<file path="config.mk">
export PLATFORM = sky130hd
export DESIGN_NAME = evt_timer
export DESIGN_NICKNAME = d
export VERILOG_FILES = /design/src/rtl/evt_timer.sv
export SDC_FILE = /design/constraint.sdc
export NUM_CORES = 1
export LEC_CHECK = 0
export BUFFER_PORTS_ARGS = -buffer_cell sky130_fd_sc_hd__buf_2
export CAP_MARGIN = 10
export CORE_MARGIN = 1.5
export CORE_UTILIZATION = 50
export DETAILED_ROUTE_END_ITERATION = 10
export GPL_TIMING_DRIVEN = 0
export PLACE_DENSITY = 0.83
export SLEW_MARGIN = 10
export SYNTH_ARGS = -nofsm -noshare
export SYNTH_HDL_FRONTEND = slang
export SYNTH_SLANG_ARGS = --single-unit
</file>
<file path="constraint.sdc">
create_clock -name clk -period 2.7 [get_ports clk]
set_clock_uncertainty 0.2 [all_clocks]
set_input_delay 0.54 -clock clk [delete_from_list [all_inputs] [get_ports clk]]
set_output_delay 0.54 -clock clk [all_outputs]
set_load 0.02 [all_outputs]
</file>
<file path="src/rtl/evt_timer.sv">
module evt_timer #(
  parameter int CNT_W = 29
) (
  input  logic        clk,
  input  logic        rst_n,
  input  logic        tick,
  input  logic        wr_en,
  input  logic [2:0]  addr,
  input  logic [31:0] wdata,
  output logic [31:0] rdata,
  output logic        irq
);
  localparam logic [2:0] OFS_CTRL = 3'h0;
  localparam logic [2:0] OFS_STAT = 3'h4;
  localparam int EN_B   = 31;
  localparam int PER_B  = 30;
  localparam int ACK_B  = 30;
  localparam int PEND_B = 30;
  localparam logic [CNT_W-1:0] ONE = CNT_W'(1);

  logic             en_q, per_q, pend_q;
  logic [CNT_W-1:0] rel_q, cnt_q;

  wire wr_ctrl = wr_en && (addr == OFS_CTRL);
  wire wr_ack  = wr_en && (addr == OFS_STAT) && wdata[ACK_B];
  wire at_zero = (cnt_q == '0);
  wire expire  = tick && en_q && at_zero && !wr_ctrl;

  always_ff @(posedge clk) begin
    if (!rst_n) begin
      en_q   <= 1'b0;
      per_q  <= 1'b0;
      pend_q <= 1'b0;
      rel_q  <= '0;
      cnt_q  <= '0;
    end else begin
      if (wr_ctrl) begin
        en_q  <= wdata[EN_B];
        per_q <= wdata[PER_B];
        rel_q <= wdata[CNT_W-1:0];
        cnt_q <= wdata[CNT_W-1:0];
      end else if (tick && en_q) begin
        if (at_zero) begin
          if (per_q) cnt_q <= rel_q;
          else       en_q  <= 1'b0;
        end else begin
          cnt_q <= cnt_q - ONE;
        end
      end
      if (expire)      pend_q <= 1'b1;
      else if (wr_ack) pend_q <= 1'b0;
    end
  end

  always_comb begin
    rdata = '0;
    case (addr)
      OFS_CTRL: begin
        rdata[EN_B]        = en_q;
        rdata[PER_B]       = per_q;
        rdata[CNT_W-1:0]   = rel_q;
      end
      OFS_STAT: begin
        rdata[PEND_B]      = pend_q;
        rdata[CNT_W-1:0]   = cnt_q;
      end
      default: rdata = '0;
    endcase
  end

  assign irq = pend_q;
endmodule


</file>
==> impl_metrics.yaml <==
outcome:
  status: "complete, but fails checks"
  violations: "setup timing"
global_routing:
  grtUsageMet3_pct: 8.82
  grt.overflow.total: 0
  use_met1_pct: 51.6
  use_met2_pct: 58.6
  busiest_layer: "met2"
  grt_pass1_wl_mm: 22.2
  grtUsageTotal_pct: 39.5
  grt_max_degree: 12
  grt_pass1_vias: 4109
  antenna_found_initial: 0
die:
  die_h_um: 87.2
  die_area_mm2: 0.00761
  start_util_pct: 51.9
  core_area_mm2: 0.00683
  die_w_um: 87.2
  pin_count: 72
  fp-row-count: 30
critical_path:
  crit_fanout: 5
  critPathKind: "register to register"
  path_common_cell: "or4_4"
  max_stage_delay_ns: 0.53
  crit_arrival_ns: 2.86
  cp_slowest_cell: "or4_4"
  crit_path_start_kind: "register"
  startpoint: "cnt_q[19]"
  crit_path_end_kind: "register"
  worstReg2RegStart: "cnt_q[19]"
  path_cells: "or4_4 -> or4_4 -> or4_4 -> o21ai_4 -> buf_6 -> a21oi_2 -> a21oi_1"
  crit_required_ns: 2.78
finish:
  area_delta_synth_final_pct: 29.2
  final_nets: 608
  antenna_cells: 0
  drive_gt1_share_pct: 29.3
route:
  wl_per_cell_um: 22.1
  drc_errors: 0
  drt-initial-drc-count: 509
  wl_mm: 14.8
  drtAntennaViolNets: 0
  dr.pass1.iters: 5
  vias: 4479
  via_per_inst: 6.70
clock_tree:
  clkSlewWorstSetupHoldPaths_ns: 0.09
  clockRootBuffer: "clkbuf_8"
  cts.sinks: 61
  clock_latency_ns: 0.36
  cts_tree: "done"
  htree_num_levels: 3
  clk_path_buf_depth: 2
  cts_buffers: 9
synth:
  syn_inst: 479
  syn_nets: 519
  synth-edff-count: 0
  ys_seq_area_share_pct: 34.4
  synth_area_leader_cell: "dfxtp_1"
  synth_common_cells: "nand2_1 (85), a21oi_1 (61), dfxtp_1 (61)"
  synth_warnings: 0
  synth_flop_cell: "dfxtp_1"
  synth-seq-cells: 61
  async_flop_share_pct: 0
  syn_area_mm2: 0.00355
  synth_top_cells_by_area: "dfxtp_1 (34%), nand2_1 (9.0%), a21oi_1 (8.6%)"
  yosysUniqueCellTypes: 55
  synth.most_common_cell: "nand2_1"
  synth_top_cell_area_share_pct: 34.4
  avgSynthCellArea_um2: 7.41
placement:
  port_buffers: 69
  routabilityCongestion: 0.985
  hpwl_mm: 9.54
  pre_cts_ws_ns: -0.880
timing:
  setup_tns_ns: -0.577
  hold_violations: 0
  worst_slew_pin_slew_ns: 0.806
  period_needed_ns: 2.78
  grt_setup_unrepaired: "true"
  setup_viol: 13
  maxSlewHeadroom_pct: 46.2
  max_freq_mhz: 360
  post-route-period-util_pct: 103
  drv_slew: 0
  worst_hold_slack_ns: 0.224
  worst_slack_ns: -0.0805
pwr:
  power_mw: 2.77
  max-vdd-ir-drop_mv: 0.453
  p_leak_nw: 1.85
  power_density_mw_per_mm2: 603
min_path:
  hold_class: "input pin to register"
  worstHoldStart: "wdata[25]"
flow_run:
  drv_cap: 0
-- cells by family (layout without fill, tap and decap cells) --
logic type | after synthesis | in the layout | synth area share [%]
compound gates | 163 | 163 | 29.4
xor+xnor | 11 | 11 | 2.72
fa+ha+maj | 1 | 1 | 0.353
buf+inv | 42 | 136 | 4.69
flops | 61 | 61 | 34.4
mux | 3 | 3 | 0.917
other cells | 1 | 1 | 0.106
simple gates | 197 | 197 | 27.4
-- through the flow --
stage / util, % / std cells / cell area [um^2]
finish: 67.1 / 669 / 4590
global route: 67.1 / 669 / 4590
CTS: 65.8 / 667 / 4490
detailed placement: 58.8 / 644 / 4020
global placement: 58.8 / 644 / 4020
floorplan: - / 479 / 3550
-- cell type report --
cell class | instances | area (um^2)
sequential | 61 | 1240
buffer | 36 | 180
clock inverter | 6 | 86.3
inverter | 4 | 20.0
timing repair buffer | 80 | 432
fill | 621 | 2250
multi-input combinational | 376 | 2370
clock buffer | 10 | 138
tap | 96 | 120
-- worst max-delay path: cells and delay by family (launching register included) --
| kind | cells | cell delay, ns |
|---|---|---|
| DFF | 1 | 0.36 |
| and+or+nand+nor | 3 | 1.53 |
| AOI/OAI and AO/OA | 3 | 0.43 |
| buffers and inverters | 1 | 0.19 |
-- registers in the layout, indices dropped and copies added (netlist names) --
name   count
en_q       1
irq        1
per_q      1
rel_q     29
cnt_q     29
-- per-layer routing --
| metal | vias to the layer above | part of all wire (%) |
|---|---|---|
| li1 | 1945 | - |
| met1 | 2125 | 39 |
| met2 | 342 | 45 |
| met3 | 67 | 12 |
| met4 | 0 | 4.6 |
| met5 | - | 0 |
-- what timing repair did --
action,CTS,global route
endpoints found under the hold margin,0,0
gates cloned,1,0
setup endpoints to repair,83,29
buffers inserted,7,3
pin swaps,23,4
hold buffers,0,0
resized for setup,61,22
-- layout by cell type, fill, tap and decap left out, types with 3 or more instances in the layout --
cell      instances
nand2_1          84
buf_2            70
a21oi_1          53
dfxtp_1          53
a22o_1           31
nor2_1           25
o21ai_0          23
clkbuf_1         18
nand3_1          13
buf_4            12
clkbuf_2         11
nor3_1           10
or3_1            10
clkbuf_8         10
a31oi_1           9
xor2_1            8
a21oi_2           8
o211ai_1          8
nor3_2            6
dfxtp_4           5
or4_4             4
nor4_4            4
o21ai_1           4
nor4_1            4
o22ai_1           4
and3_1            4
and2_1            3
nor4_2            3
or2_2             3
buf_6             3
nand4_1           3
nand3b_1          3
a211o_1           3
xnor2_1           3
dfxtp_2           3
-- worst paths after layout --
path                    end  slack [ns]  depth (start not counted)
hold / removal    rel_q[25]        0.22                          3
setup reg to reg  cnt_q[19]       -0.08                          7
hold reg to reg   rel_q[14]        0.27                          2
setup / recovery  cnt_q[19]       -0.08                          7
-- power breakdown --
group	total, mW	internal, mW	switching [mW]
clock	0.962	0.543	0.419
combinational	0.838	0.322	0.516
sequential	0.966	0.926	0.0397
Note: power is estimated with default switching activity, not from simulation.
